<file path="src/rtl/rdg_pkg.sv">
package rdg_pkg;

  typedef enum logic [2:0] {
    S_IDLE,
    S_DRAW_A,
    S_DRAW_B,
    S_DRAW_C,
    S_CHECK,
    S_EMIT,
    S_DONE
  } gen_state_e;

  localparam logic [31:0] LFSR_TAPS = 32'h8020_0003;

endpackage

</file>
<file path="src/rtl/rdg_lfsr.sv">
module rdg_lfsr #(
  parameter int          W    = 32,
  parameter logic [W-1:0] TAPS = W'(32'h8020_0003)
) (
  input  logic         clk_i,
  input  logic         rst_ni,
  input  logic         load_i,
  input  logic [W-1:0] seed_i,
  input  logic         step_i,
  output logic [W-1:0] state_o
);

  logic [W-1:0] q;

  always_ff @(posedge clk_i or negedge rst_ni) begin
    if (!rst_ni) begin
      q <= W'(1);
    end else if (load_i) begin
      q <= (seed_i == '0) ? W'(1) : seed_i;  // all-zero state locks up
    end else if (step_i) begin
      q <= {1'b0, q[W-1:1]} ^ (q[0] ? TAPS : '0);
    end
  end

  assign state_o = q;

endmodule

</file>
<file path="src/rtl/rdg_range.sv">
// Unbiased reduction of a random word to [0, span): accept only below the
// largest multiple of span that fits in the word.
module rdg_range #(
  parameter int RND_W  = 16,
  parameter int SPAN_W = 8
) (
  input  logic [RND_W-1:0]  rnd_i,
  input  logic [SPAN_W-1:0] span_i,
  output logic              ok_o,
  output logic [SPAN_W-1:0] val_o
);

  localparam int WW = RND_W + 1;

  logic [WW-1:0] span_w, full_w, lim_w, rnd_w, rem_w;

  always_comb begin
    span_w = WW'(span_i);
    full_w = WW'(1) << RND_W;
    rnd_w  = WW'(rnd_i);
    lim_w  = (full_w / span_w) * span_w;
    rem_w  = rnd_w % span_w;
    ok_o   = rnd_w < lim_w;
    val_o  = rem_w[SPAN_W-1:0];
  end

endmodule

</file>
<file path="src/rtl/rdg_dup.sv">
// Flags any identical pair among the first cnt_i buffered entries.
module rdg_dup #(
  parameter int K_MAX = 8,
  parameter int KW    = 4,
  parameter int ENT_W = 20
) (
  input  logic [K_MAX-1:0][ENT_W-1:0] ent_i,
  input  logic [KW-1:0]               cnt_i,
  output logic                        dup_o
);

  logic [K_MAX-1:0][K_MAX-1:0] hit;

  for (genvar gi = 0; gi < K_MAX; gi++) begin : g_row
    for (genvar gj = 0; gj < K_MAX; gj++) begin : g_col
      if (gj > gi) begin : g_pair
        assign hit[gi][gj] = (ent_i[gi] == ent_i[gj]) && (KW'(gj) < cnt_i);
      end else begin : g_none
        assign hit[gi][gj] = 1'b0;
      end
    end
  end

  assign dup_o = |hit;

endmodule

</file>
<file path="src/rtl/rand_disj_gen.sv">
module rand_disj_gen
  import rdg_pkg::*;
#(
  parameter int  VAR_W   = 6,
  parameter int  CONST_W = 7,
  parameter int  CNT_W   = 12,
  parameter int  K_MAX   = 8,
  parameter int  RND_W   = 16,
  parameter int  SEED_W  = 32,
  localparam int KW      = $clog2(K_MAX + 1)
) (
  input  logic                      clk_i,
  input  logic                      rst_ni,
  input  logic                      start_i,
  input  logic [SEED_W-1:0]         seed_i,
  input  logic [VAR_W-1:0]          num_vars_i,
  input  logic [KW-1:0]             disj_cnt_i,
  input  logic [CNT_W-1:0]          num_cons_i,
  input  logic [CONST_W-1:0]        bound_i,
  input  logic                      ready_i,
  output logic                      valid_o,
  output logic [VAR_W-1:0]          idx_from_o,
  output logic [VAR_W-1:0]          idx_to_o,
  output logic signed [CONST_W:0]   const_o,
  output logic                      last_disj_o,
  output logic                      last_cons_o,
  output logic                      done_o
);

  localparam int ENT_W  = 2 * VAR_W + CONST_W + 1;
  localparam int SPAN_W = CONST_W + 1;
  localparam int IW     = (K_MAX > 1) ? $clog2(K_MAX) : 1;

  gen_state_e st_q;

  logic [VAR_W-1:0]   n_q, from_q, to_q;
  logic [KW-1:0]      k_q, slot_q, rd_q;
  logic [CNT_W-1:0]   m_q, cons_q;
  logic [CONST_W-1:0] l_q;
  logic [K_MAX-1:0][ENT_W-1:0] ent_q;

  logic [VAR_W-1:0]  n_eff;
  logic [KW-1:0]     k_eff;
  logic              start_ok, step;
  logic [SEED_W-1:0] lfsr;
  logic              idx_ok, c_ok, dup;
  logic [VAR_W-1:0]  idx_val;
  logic [SPAN_W-1:0] c_val, c_span, z_w;
  logic [ENT_W-1:0]  sel;

  // configuration clamps
  always_comb begin
    n_eff = (num_vars_i < VAR_W'(2)) ? VAR_W'(2) : num_vars_i;
    if (disj_cnt_i == '0)              k_eff = KW'(1);
    else if (disj_cnt_i > KW'(K_MAX))  k_eff = KW'(K_MAX);
    else                               k_eff = disj_cnt_i;
  end

  assign start_ok = start_i && (st_q == S_IDLE || st_q == S_DONE);
  assign step     = (st_q == S_DRAW_A) || (st_q == S_DRAW_B) || (st_q == S_DRAW_C);

  rdg_lfsr #(
    .W    (SEED_W),
    .TAPS (SEED_W'(LFSR_TAPS))
  ) u_lfsr (
    .clk_i   (clk_i),
    .rst_ni  (rst_ni),
    .load_i  (start_ok),
    .seed_i  (seed_i),
    .step_i  (step),
    .state_o (lfsr)
  );

  rdg_range #(
    .RND_W  (RND_W),
    .SPAN_W (VAR_W)
  ) u_idx_range (
    .rnd_i  (lfsr[RND_W-1:0]),
    .span_i (n_q),
    .ok_o   (idx_ok),
    .val_o  (idx_val)
  );

  assign c_span = {l_q, 1'b1};  // 2L+1 values

  rdg_range #(
    .RND_W  (RND_W),
    .SPAN_W (SPAN_W)
  ) u_const_range (
    .rnd_i  (lfsr[RND_W-1:0]),
    .span_i (c_span),
    .ok_o   (c_ok),
    .val_o  (c_val)
  );

  // shift [0,2L] to [-L,L]; result fits the signed field
  assign z_w = c_val - {1'b0, l_q};

  rdg_dup #(
    .K_MAX (K_MAX),
    .KW    (KW),
    .ENT_W (ENT_W)
  ) u_dup (
    .ent_i (ent_q),
    .cnt_i (k_q),
    .dup_o (dup)
  );

  always_ff @(posedge clk_i or negedge rst_ni) begin
    if (!rst_ni) begin
      st_q   <= S_IDLE;
      n_q    <= VAR_W'(2);
      k_q    <= KW'(1);
      m_q    <= '0;
      l_q    <= '0;
      slot_q <= '0;
      rd_q   <= '0;
      cons_q <= '0;
      from_q <= '0;
      to_q   <= '0;
      ent_q  <= '0;
    end else begin
      unique case (st_q)
        S_IDLE, S_DONE: begin
          if (start_i) begin
            n_q    <= n_eff;
            k_q    <= k_eff;
            m_q    <= num_cons_i;
            l_q    <= bound_i;
            slot_q <= '0;
            rd_q   <= '0;
            cons_q <= '0;
            st_q   <= (num_cons_i == '0) ? S_DONE : S_DRAW_A;
          end
        end
        S_DRAW_A: begin
          if (idx_ok) begin
            from_q <= idx_val;
            st_q   <= S_DRAW_B;
          end
        end
        S_DRAW_B: begin
          if (idx_ok && idx_val != from_q) begin
            to_q <= idx_val;
            st_q <= S_DRAW_C;
          end
        end
        S_DRAW_C: begin
          if (c_ok) begin
            ent_q[slot_q[IW-1:0]] <= {from_q, to_q, z_w};
            if (slot_q == k_q - KW'(1)) begin
              st_q <= S_CHECK;
            end else begin
              slot_q <= slot_q + KW'(1);
              st_q   <= S_DRAW_A;
            end
          end
        end
        S_CHECK: begin
          if (dup) begin
            slot_q <= '0;  // drop whole constraint
            st_q   <= S_DRAW_A;
          end else begin
            rd_q <= '0;
            st_q <= S_EMIT;
          end
        end
        S_EMIT: begin
          if (ready_i) begin
            if (rd_q == k_q - KW'(1)) begin
              rd_q   <= '0;
              slot_q <= '0;
              if (cons_q == m_q - CNT_W'(1)) begin
                st_q <= S_DONE;
              end else begin
                cons_q <= cons_q + CNT_W'(1);
                st_q   <= S_DRAW_A;
              end
            end else begin
              rd_q <= rd_q + KW'(1);
            end
          end
        end
        default: st_q <= S_IDLE;
      endcase
    end
  end

  assign sel         = ent_q[rd_q[IW-1:0]];
  assign valid_o     = (st_q == S_EMIT);
  assign idx_from_o  = sel[ENT_W-1 -: VAR_W];
  assign idx_to_o    = sel[CONST_W+VAR_W -: VAR_W];
  assign const_o     = sel[CONST_W:0];
  assign last_disj_o = (rd_q == k_q - KW'(1));
  assign last_cons_o = (cons_q == m_q - CNT_W'(1));
  assign done_o      = (st_q == S_DONE);

endmodule

</file>
<file path="config.mk">
export PLATFORM = sky130hd
export DESIGN_NAME = rand_disj_gen
export DESIGN_NICKNAME = d
export VERILOG_FILES = /design/src/rtl/rdg_pkg.sv /design/src/rtl/rdg_lfsr.sv /design/src/rtl/rdg_range.sv /design/src/rtl/rdg_dup.sv /design/src/rtl/rand_disj_gen.sv
export SDC_FILE = /design/constraint.sdc
export NUM_CORES = 2
export LEC_CHECK = 0
export BUFFER_PORTS_ARGS = -buffer_cell sky130_fd_sc_hd__buf_2
export CORE_MARGIN = 5
export CORE_UTILIZATION = 62
export DETAILED_ROUTE_END_ITERATION = 8
export PLACE_DENSITY_LB_ADDON = 0.08
export SLEW_MARGIN = 20
export SYNTH_ARGS = -nofsm -noshare
export SYNTH_HDL_FRONTEND = slang
export SYNTH_SLANG_ARGS = --single-unit
</file>
<file path="constraint.sdc">
create_clock -name clk_i -period 72.5 [get_ports clk_i]
set_input_delay 14.5 -clock clk_i [delete_from_list [all_inputs] [get_ports clk_i]]
set_output_delay 14.5 -clock clk_i [all_outputs]
set_load 0.1 [all_outputs]
</file>
* Yosys cells after proc, flatten, opt, wreduce, memory -nomap -nowiden
Cells that the tools add are included.
Storage, ports and cells: word-level logic and storage cells 185, input bits 65, register bits 256, output and inout port bits 24
Operators by class: bitwise gates (word level) 1, order comparisons 14, add/sub/neg operators 6, div/mod/pow operators 4, multipliers 2, reduce and logical (&&, ||, !) cells 52, equal/unequal tests 48, muxes and demuxes 39
Operator list (count):
- equality test 20 bit | 28
- bitwise mux 160 bit | 1
- two-way mux 32 bit | 4
- binary-select mux 20 bit (select 3 bit) | 1
- demux 20 bit (select 3 bit) | 1
- two-way mux 12 bit | 4
- two-way mux 4 bit | 11
- two-way mux 20 bit | 2
- less-than comparator 16 x 17 -> 1 bit | 2
- logical NOT 32 bit | 1
- bitwise XOR 31 x 32 -> 32 bit | 1
- logical AND 1 bit | 31
- two-way mux 3 bit | 10
- OR reduction 28 bit | 1
- one-hot mux 12 bit (2 select lines) | 1
- one-hot mux 3 bit (6 select lines) | 1
- divider 17 x 6 -> 17 bit (first input constant) | 1
- divider 17 x 8 -> 17 bit (first input constant) | 1
- remainder unit 16 x 6 -> 17 bit | 1
- remainder unit 16 x 8 -> 17 bit | 1
- multiplier 17 x 6 -> 17 bit | 1
- multiplier 17 x 8 -> 17 bit | 1
- less-than comparator 3 x 4 -> 1 bit (first input constant) | 4
- != test 2 bit (second input constant) | 8
- other kinds (34) | 48

* Depth between registers and ports, before layout
depth after elaboration 6, gate-level depth with buffers 199, mapped depth without buffers 185

* By module
A second synthesis with hierarchy kept.
Second synthesis, totals: cells, all modules 6179, area total of the unflattened synthesis 49112.1 µm²
By module, submodules not included:
- rdg_range at u_const_range | area each 15382.3 µm², instances 1, seq. area each 0.0 µm², cells an instance 2109
- rdg_range at u_idx_range | area each 13807.0 µm², instances 1, seq. area each 0.0 µm², cells an instance 1887
- rand_disj_gen | area each 11285.8 µm², instances 1, seq. area each 5607.9 µm², cells an instance 1089
- rdg_dup | area each 7041.8 µm², instances 1, seq. area each 0.0 µm², cells an instance 939
- rdg_lfsr | area each 1595.3 µm², instances 1, seq. area each 802.0 µm², cells an instance 155

* Worst setup path before layout
No wires, ideal clock.
kind reg2reg, start point register l_q[2], end point register ent_q[110] (netlist name), library setup time 125 ps, cell stages (with the launch flop) 186, slack 35070 ps, clock period less this slack 37430 ps, required time 72375 ps, buffers on the path 14, arrival 37306 ps, cells stage by stage dfrtp_1 > clkbuf_1 > inv_1 > clkbuf_1 > nand3_1 > nor3_1 > inv_1 > ha_1 > mux2_2 > or3_1 > fa_1 > o21ai_0 > nand2_1 > fa_1 > nand2b_1 > and2_1 > a31oi_1 > nor2_1 > [... 150 more ...] > a21oi_1 > o21bai_1 > a21oi_1 > xnor2_1 > ha_1 > nor2b_1 > o21ai_0 > nand2b_1 > a21oi_1 > nand3b_1 > nand2b_1 > a41oi_1 > or2_2 > and3_1 > and2_1 > and3_1 > clkbuf_1 > mux2_2
On the way: cells in the longest elaborated chain, start to end 4
Ends and longest elaborated chain:
- start: declaration | RTL line rand_disj_gen.sv:39 | logic [CONST_W-1:0] l_q;
- start signal: assignment | RTL line rand_disj_gen.sv:129 | l_q <= bound_i;
- divider 17 x 8 -> 17 bit | RTL line rdg_range.sv:21 | lim_w = (full_w / span_w) * span_w;
- multiplier 17 x 8 -> 17 bit * | RTL line rdg_range.sv:21
- less-than comparator 16 x 17 -> 1 bit * | RTL line rdg_range.sv:23 | ok_o = rnd_w < lim_w;
- AND reduction 2 bit (no line) *
- end signal: indexed assignment | RTL line rand_disj_gen.sv:150 | ent_q[slot_q[IW-1:0]] <= {from_q, to_q, z_w};
- end: declaration | RTL line rand_disj_gen.sv:40 | logic [K_MAX-1:0][ENT_W-1:0] ent_q;
Every way passes the cells marked *; elsewhere a longest branch is shown, timed or not. A chain may end at the register's enable or synchronous reset.

* Worst setup path after layout
start point register l_q[5], end point register ent_q[123] (netlist name)
On the way: cells in the longest elaborated chain, start to end 4, elaborated cells on any way between the ends 7, those cells by class add/sub (1); mul (1); div (2); order compare (1); mux (1); reduce/logical (1)
Ends and longest elaborated chain (RTL line):
- divider 17 x 8 -> 17 bit | rdg_range.sv:21
- multiplier 17 x 8 -> 17 bit | rdg_range.sv:21
- less-than comparator 16 x 17 -> 1 bit | rdg_range.sv:23
- AND reduction 2 bit (no line)
Several ways; a longest one is shown, not always the timed one.

==> results.py <==
metrics = {
    "timing": {
        "skew_ns": 0.07063,
        "max_freq_mhz": 22.97,
        "fin_setup_tns_ns": 0,
        "finalHoldViolations": 0,
        "finalSetupViolations": 0,
        "slew_headroom_pct": 22.14,
        "maxSlewViolCount": 0,
        "rsz0062_at_grt": "no",
        "worst_pin_slew_ns": 1.153,
        "min_period_ns": 43.53,
        "final.period_utilization_pct": 60.04,
    },
    "worst_setup_path": {
        "r2r-start": "l_q[5]$_DFFE_PN0P_",
        "path_common_cell": "a21oi_1",
        "max_stage_delay_ns": 0.87,
        "path_class": "reg2reg",
        "end_kind": "flip-flop",
        "crit_required_ns": 72.96,
        "cp.arrival_ns": 43.99,
        "cp_slowest_cell": "nor3b_2",
        "path_max_fanout": 22,
        "ff2ff_path_depth": 176,
        "reg2reg_to": "ent_q[123]$_DFFE_PN0P_",
        "crit_start": "l_q[5]$_DFFE_PN0P_",
        "reg2reg_slack_ns": 28.97,
        "path_depth": 176,
        "path_buf_inv": 18,
        "crit_path_end": "ent_q[123]$_DFFE_PN0P_",
        "worstSetupStartpointType": "flip-flop",
        "path_delay_family": "simple AND/OR/NAND/NOR gates",
    },
    "clock_tree": {
        "cts-resized-gates": 0,
        "insertion_delay_ns": 0.64,
        "tritoncts": "yes",
        "h-tree-depth": 1,
        "cts_setup_buffers": 0,
        "clockRootBuffer": "clkbuf_16",
        "hold_buffers": 0,
        "clockBufferDepth": 3,
        "clk_pin_slew_ns": 0.06,
        "cts_buffers": 30,
        "clock_sinks": 256,
    },
    "global_route": {
        "grt_util_all_layers_pct": 37.09,
        "grt_pass1_wl_um": 240300,
        "grt_pass1_vias": 41531,
        "antenna_found_initial": 1,
        "grt_start_max_net_pins": 163,
        "overflow": 0,
    },
    "floorplanning": {
        "die_w_um": 283.8,
        "ios": 89,
        "initial_utilization_pct": 62.52,
        "dieArea_mm2": 0.08052,
        "fp.dieH_um": 283.8,
        "core-area_mm2": 0.07432,
        "num_rows": 100,
    },
    "placement": {
        "placed_cells": 6512,
        "io_buffers": 88,
        "gp_congestion": 1.113,
        "placed_area_mm2": 0.04764,
        "dp_hpwl_um": 116000,
    },
    "logic_synthesis": {
        "synth_edf_count": 0,
        "synthArstFlopShare_pct": 100.0,
        "synth_largest_area_cell": "dfrtp_1",
        "yosysUniqueCellTypes": 121,
        "synthMostInstantiatedCell": "xnor2_1",
        "yosysSeqAreaShare_pct": 13.80,
        "synth_top_area_share_pct": 13.63,
        "synthTopCellsByCount": "xnor2_1, ha_1, nor2_1, nand2_1, xor2_1",
        "synth_cells": 5690,
        "synth.avg_cell_area_um2": 8.166,
        "ys_warn_count": 0,
        "synth-seq-cells": 256,
        "synth_area_leaders": "dfrtp_1, ha_1, xnor2_1",
        "syn_area_mm2": 0.04646,
        "synth_ff_type": "dfrtp_1",
    },
    "drt": {
        "vias": 43626,
        "drtIter0Drc": 4406,
        "wl_per_cell_um": 23.78,
        "wl_um": 156200,
        "dr.pass1.iters": 8,
        "post_drt_via_cell_ratio": 6.640,
        "ant_nets": 0,
        "drc": 0,
    },
    "finish": {
        "areaGrowthSynthToFinish_pct": 4.879,
        "fin_nets": 6212,
        "final_area_mm2": 0.04873,
        "fillers": 6513,
        "layout-drive-gt1-share_pct": 11.90,
        "stdcell_count": 6570,
        "multiInputGateArea_mm2": 0.03763,
        "seqCellArea_mm2": 0.006412,
    },
    "flow_run": {
        "drv_cap": 0,
    },
    "min_path": {
        "hold_class": "reg2reg",
    },
    "run_status": {
        "outcome": "finished, final reports clean",
    },
}
==> cells in the final DEF (no fill, tap or decap), types with 52 or more instances in the layout <==
master / instances
mux2i_1: 67
nor2_1: 430
inv_1: 304
fa_1: 133
nor2b_1: 52
nand2b_1: 54
nor4_1: 102
nand4_1: 129
o21a_1: 128
buf_2: 87
a21oi_1: 331
nor3_1: 176
nand3_1: 88
dfrtp_1: 251
o21ai_0: 233
ha_1: 439
mux2_2: 257
a21o_1: 119
nand2_1: 365
xnor2_1: 516
o21bai_1: 73
buf_4: 97
xor2_1: 348
==> worst min-delay path, cell delays in order, from the launching register on <==
cell	delay, ns
dfrtp_1	0.34
nor2_1	0.05
nor2_1	0.07
==> how the worst min path moves through the flow <==
stage / from / end / cells past startpoint
6_report: u_lfsr.state_o[27]$_DFFE_PN0P_ / u_lfsr.state_o[27]$_DFFE_PN0P_ / 2
4_1_cts: u_lfsr.state_o[27]$_DFFE_PN0P_ / u_lfsr.state_o[27]$_DFFE_PN0P_ / 2
2_1_floorplan: m_q[11]$_DFFE_PN0P_ / m_q[11]$_DFFE_PN0P_ / 2
3_3_place_gp: u_lfsr.state_o[19]$_DFFE_PN0P_ / u_lfsr.state_o[19]$_DFFE_PN0P_ / 2
5_1_grt: u_lfsr.state_o[25]$_DFFE_PN0P_ / u_lfsr.state_o[25]$_DFFE_PN0P_ / 2
3_5_place_dp: u_lfsr.state_o[27]$_DFFE_PN0P_ / u_lfsr.state_o[27]$_DFFE_PN0P_ / 2
==> final cells by class <==
type | instances | area share (%)
flip-flops and latches | 256 | 13.16
well taps | 969 | 2.488
inverters | 312 | 2.403
diodes | 3 | 0.01541
clock inverters | 18 | 0.5649
clock buffers | 37 | 1.656
multi-input cells | 4788 | 77.22
repair buffers | 187 | 2.490
==> state kept, by name, summed over array words and instances, names as in the netlist <==
| name | flops |
|---|---|
| slot_q | 4 |
| l_q | 7 |
| rd_q | 4 |
| to_q | 6 |
| cons_q | 12 |
| ent_q | 160 |
| st_q | 3 |
| k_q | 4 |
| m_q | 12 |
| from_q | 6 |
| u_lfsr.state_o | 32 |
| n_q | 6 |
==> logic make-up (layout without fill, tap and decap cells) <==
| group | Yosys count | count (layout) | share of synthesized area (%) |
|---|---|---|---|
| AOI/OAI and AO/OA | 1316 | 1316 | 18.93 |
| xor gates and xnor gates | 864 | 864 | 16.29 |
| adders and majority gates | 576 | 576 | 17.64 |
| buffers and inverters | 647 | 554 | 5.359 |
| DFF | 256 | 256 | 13.80 |
| muxes | 379 | 379 | 10.01 |
| other | 1 | 5 | 0.008071 |
| and+or+nand+nor | 1651 | 1651 | 17.97 |
==> metrics by stage <==
step                setup slack (ns)  util, %  hold slack (ns)
detailed placement             29.61    64.10           0.4908
global placement               29.23    64.07           0.4789
floorplan                      35.07        -           0.4665
global route                   25.78    65.56           0.5278
finish                         28.97    65.57           0.4984
CTS                            29.37    65.56           0.5030
==> routing by layer <==
layer | routed length (µm) | global-route usage, %
met2 | 67700 | 58.20
met1 | 64370 | 49.50
met5 | 0 | 0
met3 | 15330 | 7.912
met4 | 8807 | 16.22
Power is not shown: default switching activity piles up to over one toggle a cycle in this logic, so the estimate is an artifact.
